<file path="config.mk">
export PLATFORM = sky130hd
export DESIGN_NAME = dma_burst_seq
export DESIGN_NICKNAME = d
export VERILOG_FILES = /design/src/rtl/dbs_pkg.sv /design/src/rtl/dbs_trig_cond.sv /design/src/rtl/dbs_credit.sv /design/src/rtl/dbs_addr_walk.sv /design/src/rtl/dma_burst_seq.sv
export SDC_FILE = /design/constraint.sdc
export NUM_CORES = 1
export LEC_CHECK = 0
export BUFFER_PORTS_ARGS = -buffer_cell sky130_fd_sc_hd__buf_2
export CAP_MARGIN = 20
export CORE_MARGIN = 2
export CORE_UTILIZATION = 45
export CTS_CLUSTER_DIAMETER = 60
export DETAILED_ROUTE_END_ITERATION = 6
export PLACE_DENSITY = 0.67
export SYNTH_ARGS = -nofsm -noshare
export SYNTH_HDL_FRONTEND = slang
export SYNTH_SLANG_ARGS = --single-unit
</file>
<file path="constraint.sdc">
create_clock -name clk -period 3.3 [get_ports clk]
set_clock_uncertainty 0.1 [all_clocks]
set_input_delay 0.33 -clock clk [delete_from_list [all_inputs] [get_ports clk]]
set_output_delay 0.33 -clock clk [all_outputs]
set_load 0.05 [all_outputs]
</file>
<file path="src/rtl/dbs_pkg.sv">
package dbs_pkg;

  localparam int unsigned MAX_POW = 10;
  localparam int unsigned LEN_W   = MAX_POW + 1;

  typedef struct packed {
    logic [2:0] prio;
    logic [3:0] pow;
    logic       dst_wrap;
    logic       src_wrap;
    logic       trig_burst;
    logic       trig_high;
    logic       trig_level;
    logic       hwtrig_en;
    logic       preq_en;
  } chan_cfg_t;

  localparam int unsigned CFG_W = $bits(chan_cfg_t);

  // Burst length for an exponent; zero for an unsupported exponent.
  function automatic logic [LEN_W-1:0] burst_len(input logic [3:0] pow);
    if (pow > 4'(MAX_POW)) return '0;
    return LEN_W'(1) << pow;
  endfunction

  // A transfer shape is valid when the exponent is supported and the
  // count is a nonzero whole multiple of the burst length.
  function automatic logic shape_ok(input logic [3:0] pow, input logic [31:0] cnt);
    logic [31:0] mask;
    if (pow > 4'(MAX_POW)) return 1'b0;
    mask = (32'd1 << pow) - 32'd1;
    return (cnt != 32'd0) && ((cnt & mask) == 32'd0);
  endfunction

endpackage

</file>
<file path="src/rtl/dbs_trig_cond.sv">
module dbs_trig_cond (
  input  logic clk,
  input  logic rst_n,
  input  logic hw_trig,
  input  logic level_mode,
  input  logic active_high,
  output logic trig_hit
);
  logic trig_act;
  logic trig_prev;
  logic trig_edge;

  assign trig_act  = active_high ? hw_trig : ~hw_trig;
  assign trig_edge = trig_act & ~trig_prev;
  assign trig_hit  = level_mode ? trig_act : trig_edge;

  always_ff @(posedge clk or negedge rst_n) begin
    if (!rst_n) trig_prev <= 1'b0;
    else        trig_prev <= trig_act;
  end

  // an edge event never lasts two cycles while the sensing is unchanged
  p_edge_single_cycle_r5: assert property (@(posedge clk) disable iff (!rst_n)
    trig_hit && !level_mode |=> !trig_hit || level_mode || !$stable(active_high));

endmodule

</file>
<file path="src/rtl/dbs_credit.sv">
module dbs_credit #(
  parameter int unsigned LEN_W = 11
) (
  input  logic             clk,
  input  logic             rst_n,
  input  logic             clear,
  input  logic             hw_mode,
  input  logic             level_mode,
  input  logic             trig_hit,
  input  logic [LEN_W-1:0] grant_len,
  input  logic             beat_fire,
  output logic             have_credit
);
  logic [LEN_W-1:0] credit;
  logic             pending;
  logic             credit_idle;

  assign credit_idle = (credit == '0);
  assign have_credit = !credit_idle;

  always_ff @(posedge clk or negedge rst_n) begin
    if (!rst_n) begin
      credit  <= '0;
      pending <= 1'b0;
    end else if (clear || !hw_mode) begin
      credit  <= '0;
      pending <= 1'b0;
    end else if (credit_idle) begin
      if (trig_hit || pending) begin
        credit  <= grant_len;
        pending <= 1'b0;
      end
    end else begin
      if (beat_fire)               credit  <= credit - LEN_W'(1);
      if (trig_hit && !level_mode) pending <= 1'b1;
    end
  end

  // a beat under trigger control only completes inside an open grant
  p_fire_needs_credit_r4: assert property (@(posedge clk) disable iff (!rst_n)
    hw_mode && beat_fire |-> have_credit);

  // each completed beat consumes exactly one granted beat
  p_credit_step_r4: assert property (@(posedge clk) disable iff (!rst_n)
    hw_mode && !clear && have_credit && beat_fire |=> credit == $past(credit) - LEN_W'(1));

endmodule

</file>
<file path="src/rtl/dbs_addr_walk.sv">
module dbs_addr_walk #(
  parameter int unsigned AW = 32
) (
  input  logic          clk,
  input  logic          rst_n,
  input  logic          load,
  input  logic [AW-1:0] base,
  input  logic [AW-1:0] step,
  input  logic          wrap_en,
  input  logic          burst_end,
  input  logic          beat_fire,
  output logic [AW-1:0] addr
);
  logic [AW-1:0] base_q;
  logic          wrap_now;

  assign wrap_now = wrap_en && burst_end;

  always_ff @(posedge clk or negedge rst_n) begin
    if (!rst_n) begin
      addr   <= '0;
      base_q <= '0;
    end else if (load) begin
      addr   <= base;
      base_q <= base;
    end else if (beat_fire) begin
      addr <= wrap_now ? base_q : addr + step;
    end
  end

  // a completed beat outside a wrap point moves the address by one step
  p_addr_step_r8: assert property (@(posedge clk) disable iff (!rst_n)
    beat_fire && !load && !wrap_now |=> addr == $past(addr) + $past(step));

  // the last beat of a wrapping burst brings the address back to its start
  p_addr_wrap_r9: assert property (@(posedge clk) disable iff (!rst_n)
    beat_fire && !load && wrap_now |=> addr == base_q);

  // without a completed beat or a load the address holds
  p_addr_hold_r8: assert property (@(posedge clk) disable iff (!rst_n)
    !beat_fire && !load |=> $stable(addr));

endmodule

</file>
<file path="src/rtl/dma_burst_seq.sv">
module dma_burst_seq
  import dbs_pkg::*;
#(
  parameter int unsigned AW    = 32,
  parameter int unsigned CNT_W = 16
) (
  input  logic             clk,
  input  logic             rst_n,
  input  logic [13:0]      cfg_word,
  input  logic             start,
  input  logic [CNT_W-1:0] xfer_count,
  input  logic [AW-1:0]    src_base,
  input  logic [AW-1:0]    dst_base,
  input  logic [AW-1:0]    src_step,
  input  logic [AW-1:0]    dst_step,
  input  logic             periph_req,
  input  logic             hw_trig,
  input  logic             beat_done,
  output logic             ch_req,
  output logic [2:0]       ch_prio,
  output logic [AW-1:0]    src_addr,
  output logic [AW-1:0]    dst_addr,
  output logic             xfer_done,
  output logic             cfg_err
);
  localparam int unsigned NSIDE = 2;

  chan_cfg_t        cfg;
  logic [LEN_W-1:0] len;
  logic [LEN_W-1:0] grant_len;
  logic [LEN_W-1:0] bidx;
  logic [CNT_W-1:0] remaining;
  logic             active;
  logic             start_ok;
  logic             load;
  logic             burst_end;
  logic             last_beat;
  logic             beat_fire;
  logic             trig_hit;
  logic             have_credit;
  logic             gate_hw;
  logic             gate_pr;

  assign cfg       = chan_cfg_t'(cfg_word);
  assign ch_prio   = cfg.prio;
  assign len       = burst_len(cfg.pow);
  assign grant_len = cfg.trig_burst ? len : LEN_W'(1);
  assign start_ok  = shape_ok(cfg.pow, 32'(xfer_count));
  assign load      = start && start_ok;
  assign burst_end = (bidx == len - LEN_W'(1));
  assign last_beat = (remaining == CNT_W'(1));

  assign gate_hw   = !cfg.hwtrig_en || have_credit;
  assign gate_pr   = !cfg.preq_en || periph_req;
  assign ch_req    = active && gate_hw && gate_pr;
  assign beat_fire = ch_req && beat_done;

  // Transfer state: remaining count, beat index inside the burst, flags
  always_ff @(posedge clk or negedge rst_n) begin
    if (!rst_n) begin
      active    <= 1'b0;
      xfer_done <= 1'b0;
      cfg_err   <= 1'b0;
      remaining <= '0;
      bidx      <= '0;
    end else if (start) begin
      active    <= start_ok;
      cfg_err   <= !start_ok;
      xfer_done <= 1'b0;
      remaining <= start_ok ? xfer_count : '0;
      bidx      <= '0;
    end else if (beat_fire) begin
      remaining <= remaining - CNT_W'(1);
      bidx      <= burst_end ? '0 : bidx + LEN_W'(1);
      if (last_beat) begin
        active    <= 1'b0;
        xfer_done <= 1'b1;
      end
    end
  end

  dbs_trig_cond i_trig (
    .clk         (clk),
    .rst_n       (rst_n),
    .hw_trig     (hw_trig),
    .level_mode  (cfg.trig_level),
    .active_high (cfg.trig_high),
    .trig_hit    (trig_hit)
  );

  dbs_credit #(.LEN_W(LEN_W)) i_credit (
    .clk         (clk),
    .rst_n       (rst_n),
    .clear       (start || !active),
    .hw_mode     (cfg.hwtrig_en),
    .level_mode  (cfg.trig_level),
    .trig_hit    (trig_hit),
    .grant_len   (grant_len),
    .beat_fire   (beat_fire),
    .have_credit (have_credit)
  );

  // Index 0 is the source side, index 1 the destination side
  logic [NSIDE-1:0][AW-1:0] side_base;
  logic [NSIDE-1:0][AW-1:0] side_step;
  logic [NSIDE-1:0][AW-1:0] side_addr;
  logic [NSIDE-1:0]         side_wrap;

  assign side_base = {dst_base, src_base};
  assign side_step = {dst_step, src_step};
  assign side_wrap = {cfg.dst_wrap, cfg.src_wrap};

  for (genvar g = 0; g < NSIDE; g++) begin : g_side
    dbs_addr_walk #(.AW(AW)) i_walk (
      .clk       (clk),
      .rst_n     (rst_n),
      .load      (load),
      .base      (side_base[g]),
      .step      (side_step[g]),
      .wrap_en   (side_wrap[g]),
      .burst_end (burst_end),
      .beat_fire (beat_fire),
      .addr      (side_addr[g])
    );
  end

  assign src_addr = side_addr[0];
  assign dst_addr = side_addr[1];

  // a valid start loads the full count
  p_start_loads_r2: assert property (@(posedge clk) disable iff (!rst_n)
    load |=> active && !cfg_err && remaining == $past(xfer_count));

  // a rejected start flags the error and raises no request
  p_bad_start_r2: assert property (@(posedge clk) disable iff (!rst_n)
    start && !start_ok |=> cfg_err && !ch_req);

  // the last beat ends the transfer and silences the request
  p_last_beat_r10: assert property (@(posedge clk) disable iff (!rst_n)
    beat_fire && last_beat && !start |=> xfer_done && !ch_req);

endmodule

</file>
==> results.txt, run 1 <==
* Outcome: finished, final reports clean
- Leaving out filler cells and counting taps, the final layout contains 2176.
* FF-to-FF End: g_side[1].i_walk.addr[24]$_DFFE_PN0P_
- Counting every net in the synthesized netlist gives roughly 1800.
- Top post-synthesis cells by area: sky130_fd_sc_hd__dfrtp_1 34%, sky130_fd_sc_hd__ha_1 6.8%, sky130_fd_sc_hd__nand2_1 6.1%
- In this run the worst hold path is classified as input port to register.
- The Yosys step of the flow raised 0 warnings.
- Leakage power total: 0.00736 µW
- The floorplan has 61 rows.
* Slack of the worst reg-to-reg path: ~0.2 ns
* Worst endpoint data arrival time: 2.71 ns
* Clock sink count: between 150 and 200
- The filler cells instantiated in the layout total 2655.
- Setup violations remaining at the end of the flow were counted as 0.
- Max Clk Rate: 319 MHz
- Of all nets on the critical path, the largest fanout is 15.
* Reg clk slew, reported paths: roughly 0.080 ns
- The worst-case IR drop observed on VDD is 374 µV.
- The H-tree was split into 4 levels.
- Aggregate global routing overflow: 0
- In this run, the number of DRC markers left after iteration 0 of detailed routing was 1050.
- Antenna violations before repair: 6
- Of the cells placed in the final design, the portion with a size suffix greater than 1 is 21.9%.
- For this block, the routed nets add up to 38800 µm of wire.
* Type of the setup path with the least slack: register to output port
- Routability-driven placement finished with a final weighted congestion of 0.934.
- After layout, the worst path uses 95.1% of the clock period.
* Biggest area consumer among synthesized cells: sky130_fd_sc_hd__dfrtp_1
* Final slew viol count: 0
- The mapped netlist covers 0.0126 mm².
- After synthesis, flip-flops and latches occupy 34.0% of the total area.
- TritonCTS clock tree: done
- Proportion of register bits with asynchronous set or reset after synthesis: 100%
- Boundary pin count: 234
- Die Y-Extent: 171 µm
- Once the floorplan was initialized, standard cells occupied 45.5% of the core.
- Power density over cell area: 608 mW/mm²
- Actual transition at the worst max-transition pin: 0.742 ns
- Avg Inst Size Synth: 8.22 µm²
* Most frequent cells in the layout: 226 x sky130_fd_sc_hd__buf_2, 203 x sky130_fd_sc_hd__nand2_1, 171 x sky130_fd_sc_hd__dfrtp_1
* Pre-Repair DR Iteration Count: 5
- The signal on the critical path passes through inv_1, ha_1, or4b_4, nor4_4, and2_4, buf_4, a21oi_1, buf_2.
- Detail-routed net length per standard cell: 17.8 µm
- The worst register-to-register path has a depth of 11.
* Overall Global Routing Usage: a little over a quarter
- On the final layout, the worst hold slack is between 0.01 and 0.015 ns.
- In the synthesized netlist the dominant register cell turns out to be sky130_fd_sc_hd__dfrtp_1.
* Residual antenna-violating net count after detailed routing: 0
* Pin count of the biggest net entering global routing: 75
- Crit-path max cell delay: 0.54 ns
- The number of endpoints with negative hold slack in the final report is 0.
* Global-route wire length before repair: 61900 µm
- Beginning of the worst hold path: src_base[8]
* Total number of vias: 12600
- In the routed design, unresolved DRC markers number 0.
- Most common cell after layout, fill and taps aside: sky130_fd_sc_hd__buf_2
- Distinct cell type count of the synthesized netlist: between 80 and 90
- Vias in the first global route: around 12000
- Cell count of the worst hold path: 3
- Number of maximum-capacitance constraint violations: 0
- In the synthesized netlist, the number of instances is 1530.
- Nets: 2013
- For this design, the slowest cell found on the critical path is sky130_fd_sc_hd__or4b_4.
- Count of placed standard cells including taps: roughly 2100
* Via-to-Cell Ratio: 5.81
- The die covers 0.0293 mm².
* Share of Yosys cell area claimed by the top area cell type: 34.0%
* Dpl cell area: 0.0145 mm²
- In this run, synthesis inferred 0 flip-flops with an integrated enable.
- Cells fill approximately 55% of the core in the end.
- Post-route design area: between 0.015 and 0.02 mm²
- Time the worst path needs with I/O delays and setup: 3.14 ns
- CP startpoint kind: register
* Endpoint with the worst hold slack: g_side[0].i_walk.base_q[8]$_DFFE_PN0P_
* CTS max path bufs: 2
- Setup repair after global routing left no endpoint under its margin.
- Capturing element type of the critical path: output port
- Relative max-transition margin: 50.5%
- Clock tree root driver cell: sky130_fd_sc_hd__clkbuf_16
- Worst EP required: 2.87 ns
* Floorplan Core Area: 0.0276 mm²
- Clock latency on the worst-skew pair: 0.44 ns
- Port bufs: 227
* Number of CTS-inserted buffers: 17
- The wire-length estimate of the detail-placed layout is 28700 µm.
* Die span in x: 171 µm
- From synthesis to final layout, the design area changed by 21.7%.
- The worst register-to-register path begins at i_credit.credit[0]$_DFFE_PN0P_.
* Seq cells post-synth: 171
[how the worst max path moves through the flow]
stage / start / endpoint / slack [ns] / cells past startpoint
after floorplan: cfg_word[9] / g_side[1].i_walk.addr[22]$_DFFE_PN0P_ / 0.001 / 15
after global placement: cfg_word[10] / g_side[0].i_walk.addr[1]$_DFFE_PN0P_ / -0.10 / 15
after detailed placement: cfg_word[10] / g_side[0].i_walk.addr[18]$_DFFE_PN0P_ / -0.21 / 15
after CTS: g_side[0].i_walk.addr[0]$_DFFE_PN0P_ / g_side[0].i_walk.addr[30]$_DFFE_PN0P_ / 0.02 / 11
after global routing: i_credit.credit[0]$_DFFE_PN0P_ / g_side[1].i_walk.addr[24]$_DFFE_PN0P_ / 0.005 / 11
final: i_credit.credit[0]$_DFFE_PN0P_ / ch_req / 0.16 / 8
[area by class of cell]
| class | instances | area (µm²) | area share, % |
|---|---|---|---|
| Clock buffer | 18 | 439 | 2.87 |
| Sequential cell | 171 | 4280 | 28.0 |
| Antenna cell | 6 | 15.0 | 0.0981 |
| Tap cell | 378 | 473 | 3.09 |
| Clock inverter | 14 | 144 | 0.940 |
| Multi-Input combinational cell | 1237 | 7810 | 51.0 |
| Inverter | 37 | 139 | 0.908 |
| Timing Repair Buffer | 315 | 2000 | 13.1 |
[metal layers]
layer / track usage, % / up-vias / part of all wire [%]
met5: 0 / - / 0.070
met4: 6.26 / 4 / 1.2
met3: 5.67 / 41 / 6.7
met2: 42.2 / 393 / 46
met1: 37.0 / 6080 / 46
li1: - / 6117 / -
[timing repair]
| action | in CTS | in global routing |
|---|---|---|
| hold buffers | 15 | 0 |
| endpoints found under the hold margin | 86 | 0 |
| buffers inserted | 0 | 0 |
| resized for setup | 0 | 6 |
| endpoints found under the setup margin | 0 | 11 |
[power breakdown]
part / internal, µW / switching [µW]
registers: 2490 / 328
logic: 1640 / 2800
clock network: 1030 / 1010
[cell usage after synthesis (10+ instances only)]
library cell and n:
sky130_fd_sc_hd__a211oi_1 43, sky130_fd_sc_hd__nor3b_1 10, sky130_fd_sc_hd__and3_1 23, sky130_fd_sc_hd__nor2_1 154, sky130_fd_sc_hd__a21o_1 30, sky130_fd_sc_hd__clkbuf_1 36, sky130_fd_sc_hd__o22ai_1 16, sky130_fd_sc_hd__nand2_1 203
sky130_fd_sc_hd__a31oi_1 26, sky130_fd_sc_hd__dfrtp_1 171, sky130_fd_sc_hd__nor3_1 39, sky130_fd_sc_hd__xor2_1 26, sky130_fd_sc_hd__o21ai_0 99, sky130_fd_sc_hd__o21a_1 16, sky130_fd_sc_hd__mux2_2 26, sky130_fd_sc_hd__nor2b_1 12
sky130_fd_sc_hd__a211o_1 10, sky130_fd_sc_hd__or3_1 15, sky130_fd_sc_hd__nand3_1 30, sky130_fd_sc_hd__and2_1 11, sky130_fd_sc_hd__buf_2 39, sky130_fd_sc_hd__o31ai_1 24, sky130_fd_sc_hd__a21oi_1 147, sky130_fd_sc_hd__xnor2_1 28
sky130_fd_sc_hd__nand4_1 12, sky130_fd_sc_hd__ha_1 68, sky130_fd_sc_hd__a22o_1 11, sky130_fd_sc_hd__o211ai_1 16, sky130_fd_sc_hd__nand2b_1 15, sky130_fd_sc_hd__o221ai_1 10, sky130_fd_sc_hd__inv_1 37
[state kept, by name, indices dropped and copies added (netlist names)]
register,cells
g_side.i_walk.base_q,64
g_side.i_walk.addr,64
xfer_done,1
cfg_err,1
remaining,16
bidx,11
i_trig.trig_prev,1
i_credit.pending,1
i_credit.credit,11
active,1
[critical path, delay by kind of cell (launching register included)]
kind	cells	cell delay, ns
simple gates	3	1.02
fa+ha+maj	1	0.22
compound gates	1	0.08
buf+inv	3	0.54
flops	1	0.42
[through the flow]
| stage | TNS [ns] | setup slack [ns] | power (µW) |
|---|---|---|---|
| detailed placement | -5.19 | -0.209 | 7220 |
| global placement | -2.20 | -0.102 | 7160 |
| global route | 0 | 0.00531 | 9930 |
| finish | 0 | 0.162 | 9300 |
| CTS | 0 | 0.0198 | 9310 |
| floorplan | 0 | 0.00132 | 6090 |
[kinds of logic (layout without fill, tap and decap cells)]
logic type / count (synthesis) / after routing / synth area share, %
muxes: 34 / 34 / 2.97
DFF: 171 / 171 / 34.0
AOI/OAI and AO/OA: 510 / 510 / 26.2
xor gates and xnor gates: 54 / 54 / 3.76
adders and majority gates: 70 / 70 / 7.09
and+or+nand+nor: 569 / 569 / 21.6
buffers and inverters: 122 / 384 / 4.33
other: 0 / 6 / 0
(Power assumes the default switching activity.)
==> run 2: changes to the inputs <==
==> constraint.sdc (replaced) <==
create_clock -name clk -period 3.3 [get_ports clk]
set_clock_uncertainty 0.1 [all_clocks]
set_input_delay 0.165 -clock clk [delete_from_list [all_inputs] [get_ports clk]]
set_output_delay 0.165 -clock clk [all_outputs]
set_load 0.05 [all_outputs]
==> run 2 against run 1 <==
  * Cell count grew 2.7%
  * Critical path depth grew 3
  * Via count grew 1.5%
  * Wire length grew 1.9%
  * Sequential cell count is the same
  * Count of clock-buffer cells in the layout shrank 1
  * Sequential power is essentially flat
  * Register-to-register slack lost 0.04 ns
  * Clock power is essentially flat
  * Non-clock buffer count grew 60
  * Global-route usage grew 0.53 points
  * Hold slack lost 0.0013 ns
  * Highest routed layer unchanged
==> results.txt, run 2 (synthesized netlist as in run 1, its figures left out) <==
- Outcome: finished, final reports clean
- CTS saw ~170 sinks.
* Number of maximum-capacitance constraint violations: 0
- In this run the worst setup path begins at i_credit.credit[0]$_DFFE_PN0P_.
- Internal power: 5200 µW
- Routability-driven placement finished with a final weighted congestion of 0.953.
- Cells with a size suffix above 1 make up 20.6% of the layout.
- Relative max-transition margin: 45.5%
- Summed over all nets, the half-perimeter wirelength after detailed placement is 29000 µm.
- Slowest CP cell: sky130_fd_sc_hd__or4b_4
* Sum of negative setup slack: 0 ns
- DR iter-0 viols: 1046
- Die Y-Extent: 171 µm
* Via-to-Cell Ratio: 5.74
- Actual transition at the worst max-transition pin: just over 0.8 ns
* Relative contribution of sequential cells to total power: 30.1%
- Switching share of power: 44.7%
* Global-route wire length before repair: about 63000 µm
- Total number of vias: 12800
* Reg clk slew, reported paths: 0.08 ns
- In this design, the stage delay of the slowest critical-path cell is 0.52 ns.
* Effective utilization at floorplan: 45.5%
- The die covers about 0.03 mm².
* Unrepaired setup endpoints after global routing: false
* Pin count of the biggest net entering global routing: 86
- TritonCTS clock tree: done
* CTS max path bufs: 2
* Cell breakdown of the critical path: inv_1, ha_1, or4b_4, nor4_4, and2_1, a211oi_4, buf_12, nand2_1, nor2_1, mux2_2, o41ai_2
- The smallest clock period supported by the final layout is computed as ~3.1 ns.
- Biggest regs: g_side.i_walk.addr x64, g_side.i_walk.base_q x64, remaining x16
* Clock tree root driver cell: sky130_fd_sc_hd__clkbuf_16
- Summed over all nets, the switching power comes to between 4000 and 5000 µW.
- In this run the count of I/O pins placed on the die edge is between 200 and 250.
- CP startpoint kind: register
* Die span in x: 171 µm
- Share of the core filled with cells in the final layout: about 57%
- In the global route stage, overall resource usage came out at 27.1%.
- R2R Path Start: i_credit.credit[0]$_DFFE_PN0P_
* Drt drc: 0
- Beginning of the worst hold path: xfer_count[7]
- Residual antenna-violating net count after detailed routing: 0
- The path class of the tightest hold or removal check is input port to register.
* Final Hold Viols: 0
- Peak supply drop: 384 µV
* Worst EP required: 3.54 ns
* Combinational share of power: about 48%
* Power density over cell area: approximately 590 mW/mm²
- Pre-Repair DR Iteration Count: 5
- Clock latency on the worst-skew pair: between 0.4 and 0.5 ns
- Final cycle utilization of the critical path: 95.1%
- The library cells used most frequently in the layout, excluding fill and tap cells, are 226 x sky130_fd_sc_hd__buf_2, 203 x sky130_fd_sc_hd__nand2_1, 171 x sky130_fd_sc_hd__dfrtp_1.
- Count of H-tree levels built during CTS: 4
- For this design the static power due to leakage is 0.00759 µW.
* Capturing element type of the critical path: register
* Worst endpoint data arrival time: 3.38 ns
- Count of placed standard cells including taps: 2115
- Clk pwr share: 21.9%
- Type of the setup path with the least slack: register to register
* Post-CTS setup buffers: 0
- Detail-routed net length per standard cell: about 18 µm
- Final instance count without filler cells: 2235
- Clock tree synthesis inserted a total of 17 buffers.
- FILL cells: between 2000 and 3000
- The via count of the first global-routing pass is 12400.
- Post-synthesis to final-layout area growth: 26.2%
- Port bufs: 227
- Standard-cell row count: between 60 and 70
* Most common cell after layout, fill and taps aside: sky130_fd_sc_hd__buf_2
* Total wirelength of the detailed-routed design: 39500 µm
- Of all nets on the critical path, the largest fanout is 60.
- The region available for standard cell placement spans 0.0276 mm².
* Final slew viol count: 0
- Aggregate global routing overflow: 0
- Setup violations remaining at the end of the flow were counted as 0.
- Antenna violations before repair: 8
- Max Clk Rate: 319 MHz
- Nets: 2073
==> run 2: power groups by stage <==
stage	clock network (µW)	registers (µW)	logic, µW
4_1_cts	2100	2820	4470
6_report	2060	2820	4510
3_5_place_dp	0	2860	4370
3_3_place_gp	0	2850	4320
2_1_floorplan	0	3600	2490
5_1_grt	2190	2880	4960
==> run 2: final cells by class <==
class	instances	area [µm²]	share of cell area, %
Clock inverter	15	173	1.09
Timing Repair Buffer	375	2570	16.2
Tap cell	378	473	2.98
Sequential cell	171	4280	27.0
Multi-Input combinational cell	1237	7800	49.1
Inverter	37	139	0.875
Antenna cell	5	12.5	0.0788
Clock buffer	17	425	2.68
==> run 2: per-stage QoR <==
step	worst slack [ns]	area [µm²]	total power (µW)	hold WS [ns]
floorplan	0.0740	12600	6090	-0.231
finish	0.163	15900	9390	0.0114
global route	0.0428	15900	10000	0.0357
CTS	0.116	15800	9390	0.000346
global placement	0.0600	14400	7170	0.163
detailed placement	0.0155	14400	7230	0.161
==> run 2: path summary, 6_finish.rpt <==
path                                                                end  slack (ns)  depth (start not counted)
worst max-delay path              g_side[1].i_walk.addr[27]$_DFFE_PN0P_        0.16                         11
worst min-delay path                           remaining[7]$_DFFE_PN0P_        0.01                          4
worst max register to register    g_side[1].i_walk.addr[27]$_DFFE_PN0P_        0.16                         11
worst min register to register  g_side[1].i_walk.base_q[20]$_DFFE_PN0P_        0.37                          2
max in group asynchronous         g_side[0].i_walk.addr[21]$_DFFE_PN0P_        1.95                          3
min in group asynchronous         g_side[0].i_walk.addr[25]$_DFFE_PN0P_        0.21                          2
==> run 2: worst max-delay path: cells and delay by family, from the launching register on <==
kind                       cells  cell delay [ns]
AOI/OAI and AO/OA              2             0.45
adders and majority gates      1             0.21
buffers and inverters          2             0.37
DFF                            1             0.42
muxes                          1             0.26
and+or+nand+nor                5             1.20
==> run 2: layer usage <==
layer / global-route usage (%) / wire length (µm) / vias to the layer above
met4: 7.63 / 744 / 4
li1: - / - / 6267
met3: 5.85 / 2520 / 61
met1: 36.7 / 18000 / 6076
met2: 43.6 / 18200 / 422
met5: 0 / 27 / -
==> run 2: timing repair <==
action / in CTS / in global routing
setup endpoints to repair: 0 / 7
hold endpoints to repair: 221 / 0
hold buffers: 83 / 0
resized for setup: 0 / 4
==> run 3: changes to the inputs <==
- HOLD_SLACK_MARGIN: unset -> 0.1
- PLACE_DENSITY: 0.67 -> 0.64
==> run 3 against run 2 <==
  * Cell count shrank 0.18%
  * Sequential power about the same
  * Die area is the same
  * Worst setup slack improved by 0.014 ns
  * Highest routed layer unchanged
==> results.txt, run 3 (synthesized netlist as in run 1, its figures left out) <==
* Floorplan Core Area: between 0.02 and 0.03 mm²
* Type of the setup path with the least slack: register to register
* Capturing element type of the critical path: register
- The tree is rooted in a sky130_fd_sc_hd__clkbuf_16.
* Most common cell after layout, fill and taps aside: sky130_fd_sc_hd__buf_2
- In the routed design, unresolved DRC markers number 0.
* TritonCTS clock tree: done
- Standard-cell row count: 61
- The first detailed-routing pass ran for 7 iterations.
* Dpl cell area: 0.0144 mm²
- For hold timing, the worst endpoint is g_side[0].i_walk.addr[26]$_DFFE_PN0P_.
- For the pin with the worst max-slew slack, the measured transition is about 0.7 ns.
- The worst hold path passes through 4 cells.
* Class of the tightest hold or removal check: input port to register
- At the later pin of the worst-skew pair, clock insertion delay measures 0.45 ns.
* Final slew viol count: 0
- Setup violations remaining at the end of the flow were counted as 0.
- Of all nets on the critical path, the largest fanout is 21.
- Unrepaired setup endpoints after global routing: true
* Total number of vias: 12900
* Area occupied by multi-input gates: 0.00779 mm²
- Design Power: between 9000 and 10000 µW
* Peak supply drop: between 400 and 500 µV
- Relative to the synthesized area, the layout overhead comes to 26.4%.
* Total wirelength of the detailed-routed design: 39600 µm
- FF/Latch Area: 0.00428 mm²
* Final Hold Viols: 0
- Effective utilization at floorplan: 45.5%
* Via-to-Cell Ratio: about 5.8
* Residual antenna-violating net count after detailed routing: 0
- In the layout the commonest cells are 226 x sky130_fd_sc_hd__buf_2, 202 x sky130_fd_sc_hd__nand2_1, 171 x sky130_fd_sc_hd__dfrtp_1.
* Boundary pin count: ~230
- FILL cells: between 2000 and 3000
- Once the clock tree was built, the setup fixing pass inserted 0 buffers.
- DR iter-0 viols: 1085
- Relative max-transition margin: a little over half
- Clock tree synthesis inserted a total of 17 buffers.
- The first global-routing pass estimated about 64000 µm of wire.
- Biggest regs: g_side.i_walk.addr x64, g_side.i_walk.base_q x64, remaining x16
- The endpoint identified for the worst register-to-register timing path is g_side[0].i_walk.addr[30]$_DFFE_PN0P_.
- Port bufs: 227
- For this run, the slowest stage of the critical path takes 0.52 ns.
* Fin Hold WS: around 0.13 ns
* Detail-routed net length per standard cell: 17.8 µm
- Slack of the worst reg-to-reg path: 0.18 ns
- Final HPWL DP: 28700 µm
- Max Clk Rate: ~320 MHz
- The via count of the first global-routing pass is 12400.
- Final cycle utilization of the critical path: 94.7%
- The flow ran to the end, and the final reports show no timing, DRC or antenna violations.
- In this run the power density over the cells is approximately 600 mW/mm².
- The routed design could run at a clock period as short as 3.12 ns.
* Slowest CP cell: sky130_fd_sc_hd__or4b_4
- Die span in x: 171 µm
- Reg2reg path depth: 11
- The number of antenna violations at the first check in global routing was 5.
* Count of placed standard cells including taps: 2106
- In the global route stage, overall resource usage came out at between 20% and 30%.
- Worst endpoint data arrival time: 3.39 ns
* CTS max path bufs: 2
- For this design the static power due to leakage is 0.00759 µW.
* Worst path most repeated cell: sky130_fd_sc_hd__a21oi_1
* Weighted congestion at the end of routability-driven global placement: 0.917
* Clock sink count: 171
- For the worst setup path, the data required time is between 3 and 4 ns.
- Count of H-tree levels built during CTS: 4
* R2R Path Start: i_credit.credit[0]$_DFFE_PN0P_
* Die Y-Extent: ~170 µm
* Pin count of the biggest net entering global routing: 73
- Final instance count without filler cells: 2231
- Clock-pin slew was measured on the worst setup and hold paths at 0.07 ns.
- Cell breakdown of the critical path: inv_1, ha_1, or4b_4, nor4_4, and2_1, a211o_2, buf_4, nor2_1, a21oi_1, a21oi_1, nor3_1
* Fraction of layout cells with a size suffix above 1: 20.2%
- The tool flagged a number of max-cap violations equal to 0.
* Aggregate global routing overflow: 0
- The worst hold path begins at src_step[26].
* Nets: 2071
- Area enclosed by the die boundary: slightly below 0.03 mm²
- Summing all non-filler instances in the final layout gives an area of between 0.015 and 0.02 mm².
- STA classifies the critical path startpoint as a register.
-- run 3: cell types whose count changed in the layout (fill, tap and decap cells not counted), sizes merged --
cell         before  now
dlygate4sd3      83   90
bufinv            0    1
clkbuf           17   19
inv              44   42
buf             292  283
clkinv            6    5
diode             5    3
-- run 3: routing by layer --
layer	global-route usage [%]	vias up	routed length (µm)
li1	-	6235	-
met1	36.6	6224	18100
met2	44.7	374	18500
met3	5.71	38	2360
met4	6.93	4	616
met5	0	-	27
-- run 3: stage by stage --
stage	util (%)	TNS [ns]	setup slack, ns
final	57.5	0	0.176
after detailed placement	52.0	-0.0252	-0.0225
after floorplan	-	0	0.0740
after global placement	52.0	0	0.110
after global routing	57.5	-0.113	-0.0459
after CTS	57.4	0	0.108
-- run 3: worst max path at each step --
stage	depth (start not counted)	to	slack (ns)	startpoint
6_report	11	g_side[0].i_walk.addr[30]$_DFFE_PN0P_	0.18	i_credit.credit[0]$_DFFE_PN0P_
5_1_grt	11	g_side[0].i_walk.addr[30]$_DFFE_PN0P_	-0.05	g_side[0].i_walk.addr[0]$_DFFE_PN0P_
3_5_place_dp	15	g_side[1].i_walk.addr[17]$_DFFE_PN0P_	-0.02	cfg_word[10]
2_1_floorplan	15	g_side[1].i_walk.addr[22]$_DFFE_PN0P_	0.07	cfg_word[10]
4_1_cts	11	g_side[0].i_walk.addr[30]$_DFFE_PN0P_	0.11	g_side[0].i_walk.addr[0]$_DFFE_PN0P_
3_3_place_gp	15	g_side[1].i_walk.addr[17]$_DFFE_PN0P_	0.11	cfg_word[10]
-- run 3: cell type report --
class                           count  area share [%]
Tap cell                          378            2.98
Timing Repair Buffer              373            16.5
Clock buffer                       19            2.85
Antenna cell                        3          0.0473
Sequential cell                   171            26.9
Inverter                           37           0.874
Multi-Input combinational cell   1237            49.0
Clock inverter                     13           0.843
-- run 3: power breakdown --
part	total (µW)	leakage [µW]	switching, µW	internal [µW]
clock	2070	0.000284	973	1100
combinational	4490	0.00502	2810	1680
sequential	2810	0.00228	322	2490
total	9370	0.00759	4100	5270
-- run 3: worst max-delay path: cells and delay by family (launching register included) --
kind / cells / cell delay (ns)
compound gates: 3 / 0.61
fa+ha+maj: 1 / 0.21
buf+inv: 2 / 0.49
flops: 1 / 0.41
simple gates: 5 / 1.20
-- run 3: repair_timing --
action,CTS,global route
hold buffers,90,0
endpoints found under the setup margin,0,8
gates resized for setup,0,3
hold endpoints to repair,217,0
